==> src/rtl/fuse_rd_pkg.sv <==
package fuse_rd_pkg;

  localparam int FUSE_AW = 10;
  localparam int FUSE_DW = 8;

  typedef enum logic [2:0] {
    ST_IDLE,
    ST_ENTRY,
    ST_CLR,
    ST_SETUP,
    ST_STRB,
    ST_RELS
  } seq_state_t;

  typedef struct packed {
    logic [FUSE_AW-1:0] addr;
    logic               prog_en_n;
    logic               load;
    logic               strobe;
    logic               cs_n;
  } fuse_pins_t;

  // Pin levels belonging to each sequencer state.
  function automatic fuse_pins_t pins_for(seq_state_t s, logic [FUSE_AW-1:0] a);
    fuse_pins_t p;
    p.addr      = '0;
    p.prog_en_n = 1'b1;
    p.load      = 1'b1;
    p.strobe    = 1'b0;
    p.cs_n      = 1'b0;
    case (s)
      ST_IDLE: begin
        p.load = 1'b0;
        p.cs_n = 1'b1;
      end
      ST_SETUP, ST_RELS: p.addr = a;
      ST_STRB: begin
        p.addr   = a;
        p.strobe = 1'b1;
      end
      default: ;
    endcase
    return p;
  endfunction

endpackage

==> src/rtl/fuse_step_timer.sv <==
module fuse_step_timer #(
  parameter int STEP_CYCLES = 125
) (
  input  logic clk,
  input  logic rst_n,
  input  logic start,
  output logic expire
);
  localparam int CW = (STEP_CYCLES > 1) ? $clog2(STEP_CYCLES) : 1;

  logic [CW-1:0] cnt_q, cnt_d;
  logic          cnt_en;

  assign cnt_en = start | (cnt_q != '0);
  assign expire = (cnt_q == '0);

  always_comb begin
    cnt_d = cnt_q;
    if (start)       cnt_d = CW'(STEP_CYCLES - 1);
    else if (cnt_en) cnt_d = cnt_q - CW'(1);
  end

  always_ff @(posedge clk or negedge rst_n) begin
    if (!rst_n)      cnt_q <= '0;
    else if (cnt_en) cnt_q <= cnt_d;
  end

endmodule

==> src/rtl/fuse_seq_fsm.sv <==
module fuse_seq_fsm
  import fuse_rd_pkg::*;
#(
  parameter int LEN_W = 11
) (
  input  logic               clk,
  input  logic               rst_n,
  input  logic               req,
  input  logic [FUSE_AW-1:0] req_addr,
  input  logic [LEN_W-1:0]   req_len,
  input  logic               tmr_expire,
  output logic               tmr_start,
  input  logic [FUSE_DW-1:0] fuse_dout,
  output fuse_pins_t         pins,
  output logic               ack,
  output logic               busy,
  output logic               done,
  output logic               rd_valid,
  output logic [FUSE_DW-1:0] rd_data
);

  seq_state_t         state_q, state_d;
  logic [FUSE_AW-1:0] addr_q, addr_d;
  logic [LEN_W-1:0]   left_q, left_d;
  logic [FUSE_DW-1:0] data_q, data_d;
  fuse_pins_t         pins_q, pins_d;
  logic               ack_q, ack_d, done_q, done_d, valid_q, valid_d;

  always_comb begin
    state_d   = state_q;
    addr_d    = addr_q;
    left_d    = left_q;
    data_d    = data_q;
    tmr_start = 1'b0;
    ack_d     = 1'b0;
    done_d    = 1'b0;
    valid_d   = 1'b0;
    case (state_q)
      ST_IDLE: if (req) begin
        ack_d     = 1'b1;
        addr_d    = req_addr;
        left_d    = req_len;
        state_d   = ST_ENTRY;
        tmr_start = 1'b1;
      end
      ST_ENTRY: if (tmr_expire) begin
        if (left_q == '0) begin
          state_d = ST_IDLE;
          done_d  = 1'b1;
        end else begin
          state_d = ST_CLR;
        end
      end
      ST_CLR: begin
        state_d   = ST_SETUP;
        tmr_start = 1'b1;
      end
      ST_SETUP: if (tmr_expire) begin
        state_d   = ST_STRB;
        tmr_start = 1'b1;
      end
      ST_STRB: if (tmr_expire) begin
        data_d    = fuse_dout;
        valid_d   = 1'b1;
        left_d    = left_q - LEN_W'(1);
        state_d   = ST_RELS;
        tmr_start = 1'b1;
      end
      ST_RELS: if (tmr_expire) begin
        if (left_q == '0) begin
          state_d = ST_IDLE;
          done_d  = 1'b1;
        end else begin
          addr_d  = addr_q + FUSE_AW'(1);
          state_d = ST_CLR;
        end
      end
      default: state_d = ST_IDLE;
    endcase
    pins_d = pins_for(state_d, addr_d);
  end

  always_ff @(posedge clk or negedge rst_n) begin
    if (!rst_n) begin
      state_q <= ST_IDLE;
      addr_q  <= '0;
      left_q  <= '0;
      data_q  <= '0;
      pins_q  <= pins_for(ST_IDLE, '0);
      ack_q   <= 1'b0;
      done_q  <= 1'b0;
      valid_q <= 1'b0;
    end else begin
      state_q <= state_d;
      addr_q  <= addr_d;
      left_q  <= left_d;
      data_q  <= data_d;
      pins_q  <= pins_d;
      ack_q   <= ack_d;
      done_q  <= done_d;
      valid_q <= valid_d;
    end
  end

  assign pins     = pins_q;
  assign ack      = ack_q;
  assign busy     = (state_q != ST_IDLE);
  assign done     = done_q;
  assign rd_valid = valid_q;
  assign rd_data  = data_q;

  // an acknowledge only follows a request seen while idle
  a_r2_ack_from_idle: assert property (@(posedge clk) disable iff (!rst_n)
    ack_q |-> $past(req) && !$past(busy));

  // address lines steady for as long as strobe is high
  a_r5_addr_steady_strobe: assert property (@(posedge clk) disable iff (!rst_n)
    (pins_q.strobe && $past(pins_q.strobe)) |-> $stable(pins_q.addr));

  // strobe rises only onto an address already driven in read mode
  a_r4_rise_after_setup: assert property (@(posedge clk) disable iff (!rst_n)
    $rose(pins_q.strobe) |-> ($stable(pins_q.addr) && pins_q.load && !pins_q.cs_n));

  // a captured byte is reported in the cycle strobe falls
  a_r6_capture_on_fall: assert property (@(posedge clk) disable iff (!rst_n)
    valid_q |-> $fell(pins_q.strobe));

  // completion coincides with standby pins and busy low
  a_r8_done_standby: assert property (@(posedge clk) disable iff (!rst_n)
    done_q |-> (pins_q.cs_n && pins_q.prog_en_n && !pins_q.load &&
                !pins_q.strobe && (pins_q.addr == '0) && !busy));

endmodule

==> src/rtl/fuse_reg_view.sv <==
module fuse_reg_view
  import fuse_rd_pkg::*;
#(
  parameter int REG_AW = 4
) (
  input  fuse_pins_t         pins,
  input  logic [FUSE_DW-1:0] last_byte,
  input  logic [REG_AW-1:0]  reg_addr,
  output logic [31:0]        reg_rdata
);
  localparam logic [REG_AW-1:0] OFS_CTRL = REG_AW'(0);
  localparam logic [REG_AW-1:0] OFS_DATA = REG_AW'(4);

  always_comb begin
    reg_rdata = '0;
    if (reg_addr == OFS_CTRL)
      reg_rdata = {16'b0, pins.addr, 2'b00, pins.prog_en_n, pins.load,
                   pins.strobe, pins.cs_n};
    else if (reg_addr == OFS_DATA)
      reg_rdata = {{(32-FUSE_DW){1'b0}}, last_byte};
  end

endmodule

==> src/rtl/fuse_rd_seq.sv <==
module fuse_rd_seq
  import fuse_rd_pkg::*;
#(
  parameter int CYCLES_PER_US = 125,
  parameter int LEN_W         = 11,
  parameter int REG_AW        = 4
) (
  input  logic               clk,
  input  logic               rst_n,
  input  logic               req,
  input  logic [FUSE_AW-1:0] req_addr,
  input  logic [LEN_W-1:0]   req_len,
  output logic               ack,
  output logic               busy,
  output logic               done,
  output logic               rd_valid,
  output logic [FUSE_DW-1:0] rd_data,
  output logic               fuse_cs_n,
  output logic               fuse_strobe,
  output logic               fuse_load,
  output logic               fuse_prog_en_n,
  output logic [FUSE_AW-1:0] fuse_addr,
  input  logic [FUSE_DW-1:0] fuse_dout,
  input  logic [REG_AW-1:0]  reg_addr,
  output logic [31:0]        reg_rdata
);

  logic [1:0] rst_sync_q;
  logic       rst_sn;
  logic       tmr_start, tmr_expire;
  fuse_pins_t pins;

  always_ff @(posedge clk or negedge rst_n) begin
    if (!rst_n) rst_sync_q <= 2'b00;
    else        rst_sync_q <= {rst_sync_q[0], 1'b1};
  end
  assign rst_sn = rst_sync_q[1];

  fuse_step_timer #(.STEP_CYCLES(CYCLES_PER_US)) u_timer (
    .clk    (clk),
    .rst_n  (rst_sn),
    .start  (tmr_start),
    .expire (tmr_expire)
  );

  fuse_seq_fsm #(.LEN_W(LEN_W)) u_fsm (
    .clk        (clk),
    .rst_n      (rst_sn),
    .req        (req),
    .req_addr   (req_addr),
    .req_len    (req_len),
    .tmr_expire (tmr_expire),
    .tmr_start  (tmr_start),
    .fuse_dout  (fuse_dout),
    .pins       (pins),
    .ack        (ack),
    .busy       (busy),
    .done       (done),
    .rd_valid   (rd_valid),
    .rd_data    (rd_data)
  );

  fuse_reg_view #(.REG_AW(REG_AW)) u_regs (
    .pins      (pins),
    .last_byte (rd_data),
    .reg_addr  (reg_addr),
    .reg_rdata (reg_rdata)
  );

  assign fuse_cs_n      = pins.cs_n;
  assign fuse_strobe    = pins.strobe;
  assign fuse_load      = pins.load;
  assign fuse_prog_en_n = pins.prog_en_n;
  assign fuse_addr      = pins.addr;

endmodule

==> config.mk <==
export PLATFORM = sky130hd
export DESIGN_NAME = fuse_rd_seq
export DESIGN_NICKNAME = d
export VERILOG_FILES = /design/src/rtl/fuse_rd_pkg.sv /design/src/rtl/fuse_step_timer.sv /design/src/rtl/fuse_seq_fsm.sv /design/src/rtl/fuse_reg_view.sv /design/src/rtl/fuse_rd_seq.sv
export SDC_FILE = /design/constraint.sdc
export NUM_CORES = 1
export LEC_CHECK = 0
export BUFFER_PORTS_ARGS = -buffer_cell sky130_fd_sc_hd__buf_4
export CORE_MARGIN = 1
export CORE_UTILIZATION = 35
export CTS_CLUSTER_DIAMETER = 50
export CTS_CLUSTER_SIZE = 40
export DETAILED_ROUTE_END_ITERATION = 8
export PLACE_DENSITY = 0.67
export SLEW_MARGIN = 15
export SYNTH_ARGS = -nofsm -noshare
export SYNTH_HDL_FRONTEND = slang
export SYNTH_SLANG_ARGS = --single-unit
export TNS_END_PERCENT = 20
==> constraint.sdc <==
create_clock -name clk -period 2.3 [get_ports clk]
set_clock_uncertainty 0.2 [all_clocks]
set_input_delay 0.23 -clock clk [delete_from_list [all_inputs] [get_ports clk]]
set_output_delay 0.23 -clock clk [all_outputs]
set_load 0.01 [all_outputs]
[After elaboration in Yosys (flattened, before gate mapping)]
Cells that the tools add are included.
Cells by class
  add/subtract/negate cells: 3
  equality and inequality tests: 11
  multiplexer cells: 28
  bitwise logic cells: 1
  reduce and logical (&&, ||, !) cells: 13
Operator list (number)
  $mux W10: 4
  $mux W32: 1
  $mux W11: 2
  $pmux W11 S2: 1
  $pmux W10 S2: 1
  $pmux W3 S5: 1
  $eq A3 B3 Y1 const B: 4
  $mux W3: 4
  $logic_not A11 Y1: 1
  $sub A11 B1 Y11 const B: 1
  $add A10 B1 Y10 const B: 1
  $mux W1: 10
  $eq A3 B2 Y1 const B: 3
  $mux W8: 1
  $logic_not A7 Y1: 1
  $mux W7: 1
  $reduce_bool A7 Y1: 1
  $sub A7 B1 Y7 const B: 1
  $logic_not A3 Y1: 2
  $eq A4 B3 Y1 const B: 1
  $logic_not A4 Y1: 1
  $ne A2 B2 Y1 const B: 2
  $reduce_or A2 Y1: 2
  $eq A3 B1 Y1 const B: 1
  other kinds (8): 8
Storage, ports and cells
  register bits: 57
  input bits: 36
  output and inout port bits: 58
  word-level logic and storage cells: 69

[Longest topological paths before layout]
Gate-level depths: netlist of run 1.
  depth in word-level cells: 7
  gate-level depth with buffers: 9
  mapped depth without buffers: 7

[Modules after synthesis]
A second synthesis of run 1 with hierarchy kept.
Second synthesis, totals
  cells, all modules: 339
  area, all modules: 3258.1 sq um
By module, submodules not included
  fuse_seq_fsm: times used 1, cells each 249, area an instance 2484.9 sq um, sequential area each 1202.4 sq um
  fuse_step_timer: times used 1, cells each 42, area an instance 412.9 sq um, sequential area each 175.2 sq um
  fuse_reg_view: times used 1, cells each 45, area an instance 306.5 sq um, sequential area each 0.0 sq um
  fuse_rd_seq: times used 1, cells each 3, area an instance 53.8 sq um, sequential area each 50.0 sq um

[Least setup slack after synthesis of run 1]
Ideal clock, no wire load.
  path kind: reg2reg
  start point: register u_fsm.left_q[0]
  end point: register u_fsm.pins_q (netlist bit u_fsm.pins[11])
  library setup time: 136 ps
  arrival time: 2048 ps
  required time: 1964 ps
  slack: -84 ps
  cell stages (with the launch flop): 9
  path buffers: 1
  period minus slack after synthesis: 2384 ps
  cell sequence: dfrtp_1 -> inv_1 -> ha_1 -> or3b_2 -> buf_2 -> or4_4 -> and4_4 -> o21ai_2 -> a31oi_1
RTL lines
  start, declared: line fuse_seq_fsm.sv:24  | logic [LEN_W-1:0] left_q, left_d;
  start signal, assigned: line fuse_seq_fsm.sv:96  | left_q <= left_d;
  end signal, assigned: line fuse_seq_fsm.sv:89  | pins_q <= pins_for(ST_IDLE, '0);
  end signal, assigned: line fuse_seq_fsm.sv:98  | pins_q <= pins_d;
  end, declared: line fuse_seq_fsm.sv:26  | fuse_pins_t pins_q, pins_d;

==> results of run 1 <==
## routing by layer
layer,track usage,vias to the layer above
li1,-,1440
met1,0.220,1412
met2,0.296,84
met3,0.0345,12
met4,0.0679,0
met5,0,-
## area by class of cell
class | instances | area (µm²) | share of cell area
Tap cell | 108 | 135 | 0.0301
Clock buffer | 10 | 138 | 0.0306
Multi-Input combinational cell | 255 | 1580 | 0.352
Timing Repair Buffer | 127 | 1050 | 0.233
Sequential cell | 57 | 1430 | 0.318
Inverter | 13 | 48.8 | 0.0109
Clock inverter | 6 | 115 | 0.0256
## Yosys cell counts (5+ instances only)
master,number
mux2_2,7
o21ai_0,25
mux2i_1,5
inv_1,13
nor3_1,10
a21oi_1,20
nand3_1,20
nor4_1,11
dfrtp_1,56
o31a_1,6
clkbuf_1,10
and2_1,10
a31oi_1,9
buf_4,18
nand2_1,27
nor2_1,25
## what timing repair did
| action | 4_1_cts | 5_1_grt |
|---|---|---|
| setup endpoints to repair | 11 | 22 |
| hold buffers | 26 | 0 |
| setup buffers | 0 | 0 |
| endpoints found under the hold margin | 32 | 0 |
| pin swaps | 2 | 5 |
| resized for setup | 4 | 11 |
## state kept, by name (all words and copies together) (netlist names)
signal,flops
u_fsm.state_q,3
u_fsm.addr_q,10
u_fsm.rd_data,8
u_fsm.left_q,11
u_fsm.rd_valid,1
u_timer.cnt_q,7
u_fsm.done,1
rst_sync_q,2
u_fsm.ack,1
u_fsm.pins,13
## path summary, 6_finish.rpt
check,end,from,cells after the start,slack [ns]
setup reg to reg,u_fsm.pins[11]$_DFF_PN0_,u_fsm.left_q[4]$_DFFE_PN0P_,5,-0.008
max in group asynchronous,rst_sync_q[1]$_DFF_PN0_,rst_n,3,1.22
hold / removal,u_fsm.left_q[6]$_DFFE_PN0P_,req_len[6],3,0.02
min in group asynchronous,u_fsm.rd_data[0]$_DFFE_PN0P_,rst_sync_q[1]$_DFF_PN0_,1,0.06
setup / recovery,u_fsm.pins[11]$_DFF_PN0_,u_fsm.left_q[4]$_DFFE_PN0P_,5,-0.008
hold reg to reg,u_fsm.rd_data[0]$_DFFE_PN0P_,rst_sync_q[1]$_DFF_PN0_,1,0.06
## kinds of logic (layout without fill, tap and decap cells)
| logic type | after synthesis | after routing |
|---|---|---|
| buffers and inverters | 48 | 156 |
| flip-flops | 57 | 57 |
| other | 2 | 18 |
| multiplexers | 12 | 12 |
| AND/OR/NAND/NOR | 134 | 134 |
| adder cells (fa/ha/maj) | 3 | 3 |
| XOR/XNOR | 4 | 4 |
| AO/OA/AOI/OAI | 84 | 84 |
## power groups by stage
stage,combinational (mW),clock [mW],sequential (mW)
global route,1.28,1.25,1.63
CTS,1.13,1.21,1.58
global placement,1.05,0,1.58
floorplan,0.780,0,1.54
finish,1.15,1.19,1.59
detailed placement,1.09,0,1.59
## stage by stage
step	TNS, ns	worst slack (ns)
detailed placement	-0.177	-0.0380
CTS	-0.00926	-0.00758
floorplan	-0.0955	-0.0543
finish	-0.0148	-0.00795
global placement	0	0.0342
global route	-0.712	-0.0738
## critical path, stage by stage (launching register included)
cell,delay (ns)
dfrtp_1,0.39
or4_4,0.60
or4_4,0.60
and4_4,0.18
o21ai_4,0.12
a31oi_1,0.09
==> run summary, run 1 <==
Of the available clock period, the critical path in the final layout requires 1.00. The layout cell share with drive strength beyond 1 is 0.314. Signal routing reaches up to met4. Sorting the synthesized cells by area gives the leading types as dfrtp_1 44%, buf_4 4.2%, o21ai_0 3.9%. For the worst setup path, the data arrival time is 2.33 ns. The number of inserted filler cells in the final layout came out at 807. Port buffering added 76 buffers. The floorplan core area is 0.00876 mm².

The total instance count after detailed placement came out at 534. The post-synthesis instance total came out at 344. The global-route congestion overflow total is 0. The per-cell routed wire length is 14.1 µm.

The xor and xnor area share after synthesis is 0.0110. The routability congestion estimate from global placement came out at 0.820. The die outline area came out at 0.00952 mm².

The required time of the critical path came out at 2.32 ns. The number of antenna repair diodes came out at 0. The completed layout was analyzed and its total power is 3.94 mW.

The portion of total power attributed to combinational logic came out at 0.293. The setup path with the least slack is of type flop to flop. The tool flagged a number of max-cap violations equal to 0. The overall via count from detail_route is 2948. The primary flip-flop cell chosen by synthesis mapping is dfrtp_1. The power density relative to cell area came out at 876 mW/mm².

The post-detailed-route count of antenna-violating nets is 0. Derived from the worst setup path, the maximum achievable clock frequency is 0.433 GHz. The library cell used most frequently in the layout, excluding fill and tap cells, is buf_4. dfrtp_1 takes more of the synthesized area than any other cell.

The first global-routing pass estimated 13400 µm of wire. The total net switching power came out at 1.32 mW. The internal power came out at 2.62 mW. The cell area after layout came out at 0.00449 mm². The checks that failed: setup timing. In this run, synthesis inferred 0 flip-flops with an integrated enable. The async set-reset flop share out of synthesis came out at 1.00. In the post-route analysis, the smallest setup slack over all paths is -0.00795 ns. The complex-gate fraction of the synthesized area was 0.168. The worst setup path is captured at a flop. After detailed routing, the number of remaining DRC violations is 0. The mux share of post-synthesis cell area came out at 0.0403. The number of detailed-routing iterations run before antenna repair is 4. The number of standard-cell rows in the floorplan is 34. The post-layout instance count excluding filler cells is 576. The number of endpoints failing setup at the final stage came out at 2. The normalized max-slew margin came out at 0.575. The number of global-route vias before repair is 2868. For the finished layout, the period the worst path requires is 2.31 ns. Summing every instance area after synthesis gives 0.00320 mm². Wire segments on met3 add up to 400 µm in the final route. The top cell types in the final layout, fill and taps aside, are 98 x buf_4, 55 x dfrtp_1, 27 x nand2_1. The root cell of the clock tree is clkbuf_8.

The min-delay analysis places its worst path in the category input pin to flop. The share of total power dissipated in the clock network is 0.303. For this run, the total global-route usage over all layers was measured as 0.175. The initial standard-cell utilization of the core is 0.365. In the detailed route, the total length drawn on met2 is 3890 µm. The die boundary width came out at 97.6 µm. The count of synthesis-stage warnings from yosys is 0. The final worst hold slack came out at 0.0212 ns. The number of pins with negative max-slew slack in the final report came to 0.

In this run the count of I/O pins placed on the die edge is 94. The vertical extent of the die came out at 97.6 µm. The total count of hold-check failures in the final report is 0. The run finished, with violations left. Setup repair after global routing could not meet its margin everywhere. The flip-flop and latch count after synthesis is 57.

Clock latency on the worst-skew pair, taken at its later pin, is 0.35 ns. Summed over all cells, the static leakage comes to 2.05 nW. TritonCTS built the clock tree. For this run, the share of the core covered by cells in the final layout is 0.513. The growth of design area from synthesis to finish is 40.6%. The number of nets in the final layout is 502.

The clock passes through at most 2 buffers. The sequential share of power is 0.405. Of the total power, the share spent switching nets is 0.335.

The post-synthesis adder-cell area fraction came out at 0.0117. In this run the cell area measured after placement is 0.00394 mm². After synthesis, the mean cell area works out to 9.29 µm². The HPWL after detailed placement came out at 5720 µm. The number of H-tree levels is 3.

The number of antenna violations at the first check in global routing came out at 0. In the final routing, the length of wire on met1 measures 3710 µm. The detail-routed via count per cell came out at 5.12. The total detailed-routing wirelength came out at 8100 µm.

The clock-pin slew reported for the worst setup and hold paths after clock tree synthesis came out at 0.07 ns. At the pin with the least slew margin, the transition time is 0.635 ns. Of the total synthesized cell area, the portion taken by AND, OR, NAND and NOR gates is 0.229. Counting the buffers created by CTS gives 9. The number of violations reported at the end of detailed-routing iteration 0 came out at 126. The peak supply drop came out at 0.000320 V. The largest net degree at the start of global routing is 56. The share of synthesized area in the top cell type comes to 0.439. The synthesized netlist contains 58 unique library cells.

In this run the worst path has a maximum fanout of 7. The share of synthesized area occupied by flip-flops and latches came out at 0.447. CTS saw 57 sinks. After synthesis, the largest family of logic cells by area is simple AND/OR/NAND/NOR gates.

STA classifies the critical path startpoint as a flop.
No activity file was read; power rests on OpenSTA's default activity.
==> inputs of run 2 (changes only) <==
--- a/config.mk
+++ b/config.mk
@@ -7,4 +7,5 @@
 export LEC_CHECK = 0
 export BUFFER_PORTS_ARGS = -buffer_cell sky130_fd_sc_hd__buf_4
+export CAP_MARGIN = 10
 export CORE_MARGIN = 1
 export CORE_UTILIZATION = 35
==> constraint.sdc (replaced) <==
create_clock -name clk -period 2.3 [get_ports clk]
set_clock_uncertainty 0.2 [all_clocks]
set_input_delay 0.115 -clock clk [delete_from_list [all_inputs] [get_ports clk]]
set_output_delay 0.115 -clock clk [all_outputs]
set_load 0.01 [all_outputs]
==> run 2 against run 1 <==
The flow still finishes with violations (setup timing). Cell count increased by 2.1%. Flip-flop and latch count stayed put. Sequential power barely moved. Maximum frequency decreased by 1.1%. Critical path depth is 5 higher. Largest power group unchanged.
==> run summary, run 2 (synthesis gave the netlist of run 1 again) <==
The startpoint identified for the worst register-to-register timing path is u_fsm.left_q[0]$_DFFE_PN0P_. The HPWL after detailed placement is 5570 µm (-2.7%). The cell area after layout came out at 0.00460 mm² (+2.3%). The number of standard-cell rows in the floorplan came to 34 (unchanged). The worst hold path class is input pin to flop. The detail-routed via count per cell came out at 5.06 (-1.1%). The growth of design area from synthesis to finish came out at 43.8%. The post-layout instance count excluding filler cells came out at 588 (+2.1%). The vertical extent of the die came to 97.6 µm (unchanged). The number of I/O port buffers was 76 (unchanged). The number of H-tree levels was 3 (unchanged). The per-cell routed wire length came to 13.9 µm (-1.2%). The minimum period implied by the final worst setup slack is 2.33 ns (+0.0263 ns). The number of I/O pins is 94 (unchanged).

The final worst-path cycle share was 1.01 (+0.0114). The worst endpoint data arrival time is 2.35 ns (+0.02 ns). The power after layout was 3.82 mW (-2.8%).

The flip-flop count of the largest register after layout is 13 (unchanged). The slew at the pin closest to its max-slew limit came to 0.604 ns (-0.0318 ns). The critical path goes through inv_2, ha_4, or3b_4, buf_6, nor4_4, buf_4, clkbuf_16, nor4_1, a21oi_1, a21oi_1. The number of cells on the critical path is 10 (+5). The final reports fail on setup timing. Among cell families on the critical path, the largest total delay comes from simple AND/OR/NAND/NOR gates. The maximum net fanout on the critical path came to 8 (+1). The number of endpoints failing setup at the final stage came to 5 (+3). The tree is rooted in a clkbuf_8. The number of global-route vias before repair was 2855 (-0.45%). The total instance count after detailed placement came out at 532 (-0.37%).

The instance count along the most critical hold path is 4 (+1). The instance area at placement was 0.00393 mm² (-0.38%). The post-layout utilization of the core is 0.524 (+0.0117). The clock network latency to the later pin of the worst-skew pair is 0.34 ns (about the same). The flow ran to the end, but the final reports show violations. The number of inserted filler cells in the final layout is 807 (unchanged).

The total negative slack is -0.102 ns (-0.0876 ns). The largest net degree at the start of global routing is 56 (unchanged). STA classifies the critical path endpoint as a flop. The DRC violations left is 0 (unchanged).

The logic depth of the worst register-to-register path is 10 (+5). The total detailed-routing wirelength came out at 8170 µm (+0.81%). The deepest clock path buffer count is 2 (unchanged). The floorplan core area came out at 0.00876 mm² (unchanged). The normalized max-slew margin was 0.596 (+0.0213). The required time of the critical path is 2.31 ns (about the same). The final worst hold slack came out at 0.0329 ns (+0.0117 ns). TritonCTS built the clock tree. The clock-pin slew reported for the worst setup and hold paths after clock tree synthesis was 0.07 ns (about the same). The count of maximum capacitance violations is 0 (unchanged). The worst hold path begins at req. Among the stages of the critical path, the cell type that occurs most often is a21oi_1. The storage element area came out at 0.00143 mm² (unchanged).

The post-detailed-route count of antenna-violating nets is 0 (unchanged). The standby leakage power came out at 2.10 nW (+2.2%). The worst setup path is of the flop to flop kind. The buffer and inverter count on the worst path was 4 (+4). The die boundary width was 97.6 µm (unchanged). The final worst slack is -0.0343 ns (-0.0263 ns). The peak supply drop was 0.000332 V (+3.5%).

The number of antenna repair diodes came out at 0 (unchanged). The number of detailed-routing iterations run before antenna repair is 4 (unchanged). The worst setup slack after placement was -0.0249 ns (+0.0131 ns). The number of violations reported at the end of detailed-routing iteration 0 was 114 (-9.5%). The overall routing resource usage came out at 0.173 (-0.00246).

The number of pins with negative max-slew slack in the final report came out at 0 (unchanged). Setup repair after global routing could not meet its margin everywhere. The routability congestion estimate from global placement was 0.825 (+0.57%). In this run the worst setup path begins at u_fsm.left_q[0]$_DFFE_PN0P_. The library cells used most frequently in the layout, excluding fill and tap cells, are 104 x buf_4, 55 x dfrtp_1, 31 x dlygate4sd3_1. The global-route congestion overflow total is 0 (unchanged).

The combined area of the multi-input logic cells is 0.00161 mm² (+1.8%). The layout cell share with drive strength beyond 1 is 0.329 (+0.0151). The initial standard-cell utilization of the core is 0.365 (unchanged).

The number of antenna violations at the first check in global routing is 0 (unchanged). The die outline area came out at 0.00952 mm² (unchanged). The slowest stage of the critical path belongs to the cell dfrtp_1. The number of nets in the final layout is 514 (+2.4%).

The overall via count from detail_route came out at 2977 (+0.98%). The library cell used most frequently in the layout, excluding fill and tap cells, is buf_4. The largest incremental delay on the critical path is 0.40 ns (-0.20 ns). The power density relative to cell area is 832 mW/mm² (-5.0%). The highest attainable clock frequency is 0.428 GHz (-1.1%).

STA classifies the critical path startpoint as a flop. The first-pass GRT wire length is 13400 µm (about the same). The sink count of the clock tree came out at 57 (unchanged). The total clock buffers created by CTS is 9 (unchanged). The total count of hold-check failures in the final report came out at 0 (unchanged).
## run 2: tightest hold or removal path, stage by stage
cell and delay [ns]:
buf_4 0.11, nor3_1 0.05, a21oi_1 0.12, o211a_1 0.14
## run 2: layer usage
layer	track usage	wire [µm]	vias up	share of wire
li1	-	-	1461	-
met1	0.223	3720	1420	0.46
met2	0.290	3940	89	0.48
met3	0.0432	462	7	0.057
met4	0.0407	51	0	0.0062
met5	0	0	-	0
## run 2: area by class of cell
class | instances | area share
multi-input combinational | 255 | 0.350
tap | 108 | 0.0294
sequential | 57 | 0.311
clock inverter | 4 | 0.0112
clock buffer | 12 | 0.0338
inverter | 13 | 0.0106
timing repair buffer | 139 | 0.254
## run 2: repair_timing
item / 4_1_cts / 5_1_grt
gates resized for setup: 1 / 21
hold buffers: 31 / 0
hold endpoints to repair: 40 / 0
endpoints found under the setup margin: 10 / 25
cloned: 0 / 1
setup buffers: 0 / 8
pin swaps: 2 / 18
## run 2: final timing paths
path                       slack [ns]                            to
max                             -0.03       u_fsm.pins[4]$_DFF_PN0_
min                              0.03    u_fsm.state_q[0]$_DFF_PN0_
max reg2reg                     -0.03       u_fsm.pins[4]$_DFF_PN0_
min reg2reg                      0.05  u_fsm.rd_data[0]$_DFFE_PN0P_
max in group asynchronous        1.33       rst_sync_q[1]$_DFF_PN0_
min in group asynchronous        0.05  u_fsm.rd_data[0]$_DFFE_PN0P_
## run 2: power by group
group	total [mW]	internal [mW]	switching, mW
Combinational	1.26	0.666	0.597
Sequential	1.60	1.28	0.314
Clock	0.963	0.559	0.404
==> inputs of run 3 (changes only) <==
Clock period 2.3 ns to 2.7 ns, I/O delays scaled along.
==> run 3 against run 2 <==
Sequential power fell by 14%. Worst hold slack improved by 0.0026 ns. Critical endpoint is now u_fsm.addr_q[7]$_DFF_PN0_. The run now ends clean. Largest cell class unchanged. Sequential share of layout area rose by 2.1 points.
==> run summary, run 3 (synthesis gave the netlist of run 1 again) <==
The maximum net fanout on the critical path came to 7 (-1). The standby leakage power is 1.97 nW (-6.3%). CTS placed an instance of clkbuf_8 at the clock tree root.

The die outline area came to 0.00952 mm² (unchanged). The reg-to-reg critical path startpoint is u_fsm.left_q[0]$_DFFE_PN0P_. The number of standard-cell rows in the floorplan is 34 (unchanged).

The critical path is of the flop to flop type. The deepest clock path buffer count was 2 (unchanged). The combined area of the multi-input logic cells is 0.00154 mm² (-4.4%). The instance count along the most critical hold path came out at 5 (+1). TritonCTS built the clock tree. Setup repair after global routing left no endpoint under its margin.

The number of global-route vias before repair is 2789 (-2.3%). The storage element area is 0.00143 mm² (unchanged). The worst endpoint data arrival time was 2.47 ns (+0.12 ns). The instance area at placement came out at 0.00380 mm² (-3.1%). The number of inserted filler cells in the final layout is 829 (+2.7%). The switching share of power is 0.352 (+0.00864). The number of nets in the final layout is 492 (-4.3%). The total clock buffers created by CTS came out at 9 (unchanged). The number of I/O port buffers is 76 (unchanged). The worst register-to-register path ends at u_fsm.addr_q[7]$_DFF_PN0_. The number of detailed-routing iterations run before antenna repair was 4 (unchanged). The total detailed-routing wirelength came out at 7990 µm (-2.2%). The endpoint of the worst hold-timing path is u_fsm.addr_q[9]$_DFF_PN0_. For this design, the slowest cell found on the critical path is or3b_2.

The total negative slack is 0 ns (+0.102 ns). The die boundary width is 97.6 µm (unchanged). The largest net degree at the start of global routing is 56 (unchanged). The floorplan core area is 0.00876 mm² (unchanged).

The normalized max-slew margin came out at 0.328 (-0.269). The number of pins with negative max-slew slack in the final report came out at 0 (unchanged). The post-detailed-route count of antenna-violating nets is 0 (unchanged). The vertical extent of the die came to 97.6 µm (unchanged). On the critical path the largest part of the delay comes from simple AND/OR/NAND/NOR gates. The HPWL after detailed placement came to 5510 µm (-1.0%). The first-pass GRT wire length came out at 13400 µm (-0.31%). The number of violations reported at the end of detailed-routing iteration 0 is 77 (-32%). The logic depth of the worst register-to-register path is 7 (-3).

The growth of design area from synthesis to finish is 34.6%. The library cell used most frequently in the layout, excluding fill and tap cells, is buf_4. The buffer and inverter count on the worst path is 1 (-3). The number of H-tree levels is 3 (unchanged). The number of I/O pins came out at 94 (unchanged).

The power density relative to cell area came out at 707 mW/mm² (-15%). The global-route congestion overflow total was 0 (unchanged). The largest incremental delay on the critical path came to 0.56 ns (+0.16 ns). Walking the worst path, the cells encountered are inv_1, ha_1, or3b_2, or4_4, and4_4, o21ai_2, nand3_1. The number of antenna repair diodes is 0 (unchanged). The total net switching power is 1.07 mW (-19%).

The count of maximum capacitance violations came out at 0 (unchanged). The highest attainable clock frequency came out at 0.407 GHz (-5.0%). The clock group share of total power is 0.262 (+0.010). The startpoint identified for the worst hold timing path is req_addr[9]. The clock-pin slew reported for the worst setup and hold paths after clock tree synthesis came out at 0.07 ns (about the same). The minimum period implied by the final worst setup slack was 2.46 ns (+0.122 ns). The peak supply drop is 0.000284 V (-14%). The detail-routed via count per cell came out at 5.13 (+1.4%).

The final worst-path cycle share is 0.910 (-0.105). The number of antenna violations at the first check in global routing is 0 (unchanged). STA classifies the critical path endpoint as a flop. The layout cell share with drive strength beyond 1 came out at 0.273 (-0.0562).

The worst setup path is launched from a flop. The cell area after layout is 0.00430 mm² (-6.4%). The routability congestion estimate from global placement came to 0.823 (-0.22%). The initial standard-cell utilization of the core was 0.365 (unchanged). The portion of total power attributed to combinational logic came to 0.286 (-0.044). The number of endpoints failing setup at the final stage is 0 (-5).

The flop-to-flop setup slack is 0.24 ns (+0.28 ns). The total count of hold-check failures in the final report is 0 (unchanged). The run finished with clean final reports.

The per-cell routed wire length came out at 14.1 µm (+1.6%). The DRC violations left was 0 (unchanged). The slew at the pin closest to its max-slew limit is 1.00 ns (+0.400 ns).

The flip-flop count of the largest register after layout is 13 (unchanged). The sequential share of power came out at 0.452 (+0.034). The overall routing resource usage is 0.175 (+0.00195). The overall via count from detail_route came out at 2906 (-2.4%).

The sink count of the clock tree came to 57 (unchanged). The internal power is 1.97 mW (-22%). The required time of the critical path was 2.72 ns (+0.41 ns). The library cells used most frequently in the layout, excluding fill and tap cells, are 87 x buf_4, 55 x dfrtp_1, 30 x dlygate4sd3_1.

The clock network latency to the later pin of the worst-skew pair came out at 0.34 ns (about the same). The tightest min-delay check is of the input pin to flop type.
[run 3: cell types whose count changed in the layout (fill, tap and decap cells not counted), moves of 2 or more]
| cell | delta |
|---|---|
| buf_12 | -2 |
| o21ai_1 | -4 |
| inv_2 | -2 |
| buf_4 | -17 |
| inv_1 | +2 |
| o21ai_2 | -3 |
| o21ai_0 | +7 |
[run 3: how the worst max path moves through the flow]
stage               slack [ns]                         start                   endpoint  cells after the start
finish                    0.24   u_fsm.left_q[0]$_DFFE_PN0P_  u_fsm.addr_q[7]$_DFF_PN0_                      7
CTS                       0.24   u_fsm.left_q[0]$_DFFE_PN0P_  u_fsm.addr_q[7]$_DFF_PN0_                      7
detailed placement        0.27   u_fsm.left_q[0]$_DFFE_PN0P_   u_fsm.pins[11]$_DFF_PN0_                      7
global route              0.05  u_timer.cnt_q[0]$_DFFE_PN0P_    u_fsm.pins[7]$_DFF_PN0_                      7
floorplan                 0.32   u_fsm.left_q[0]$_DFFE_PN0P_   u_fsm.pins[11]$_DFF_PN0_                      8
global placement          0.31  u_timer.cnt_q[0]$_DFFE_PN0P_    u_fsm.pins[7]$_DFF_PN0_                      7
[run 3: worst min-delay path: cells and delay by family]
kind / cells / cell delay (ns)
simple gates: 1 / 0.10
buf+inv: 1 / 0.08
compound gates: 3 / 0.21
[run 3: power by group through the flow]
stage	logic [mW]	registers, mW	clock network [mW]
2_1_floorplan	0.648	1.31	0
3_3_place_gp	0.806	1.36	0
3_5_place_dp	0.838	1.37	0
4_1_cts	0.877	1.36	0.816
5_1_grt	0.988	1.41	0.856
6_report	0.870	1.37	0.796
[run 3: timing repair]
action,in CTS,in global routing
hold buffers,30,0
resized for setup,0,0
buffers inserted,0,0
endpoints found under the hold margin,39,0
[run 3: area by class of cell]
class / instances / area share
tap: 108 / 0.0314
clock inverter: 5 / 0.0128
multi-input combinational: 255 / 0.358
timing repair buffer: 117 / 0.222
inverter: 13 / 0.0113
clock buffer: 11 / 0.0329
sequential: 57 / 0.332
[run 3: per-stage QoR]
stage / hold slack, ns / setup slack (ns) / instances / total power [mW] / utilization
after CTS: 0.0188 / 0.240 / 566 / 3.06 / 0.491
after global placement: -0.282 / 0.307 / 520 / 2.17 / 0.434
final: 0.0355 / 0.243 / 566 / 3.04 / 0.491
after detailed placement: -0.280 / 0.269 / 520 / 2.21 / 0.434
after global routing: 0.0784 / 0.0524 / 566 / 3.26 / 0.491
after floorplan: -0.361 / 0.316 / 360 / 1.96 / -
[run 3: routing by layer]
layer,vias up,track usage,wire [µm]
li1,1425,-,-
met1,1364,0.226,3530
met2,109,0.290,3880
met3,8,0.0417,520
met4,0,0.0498,62
met5,-,0,0
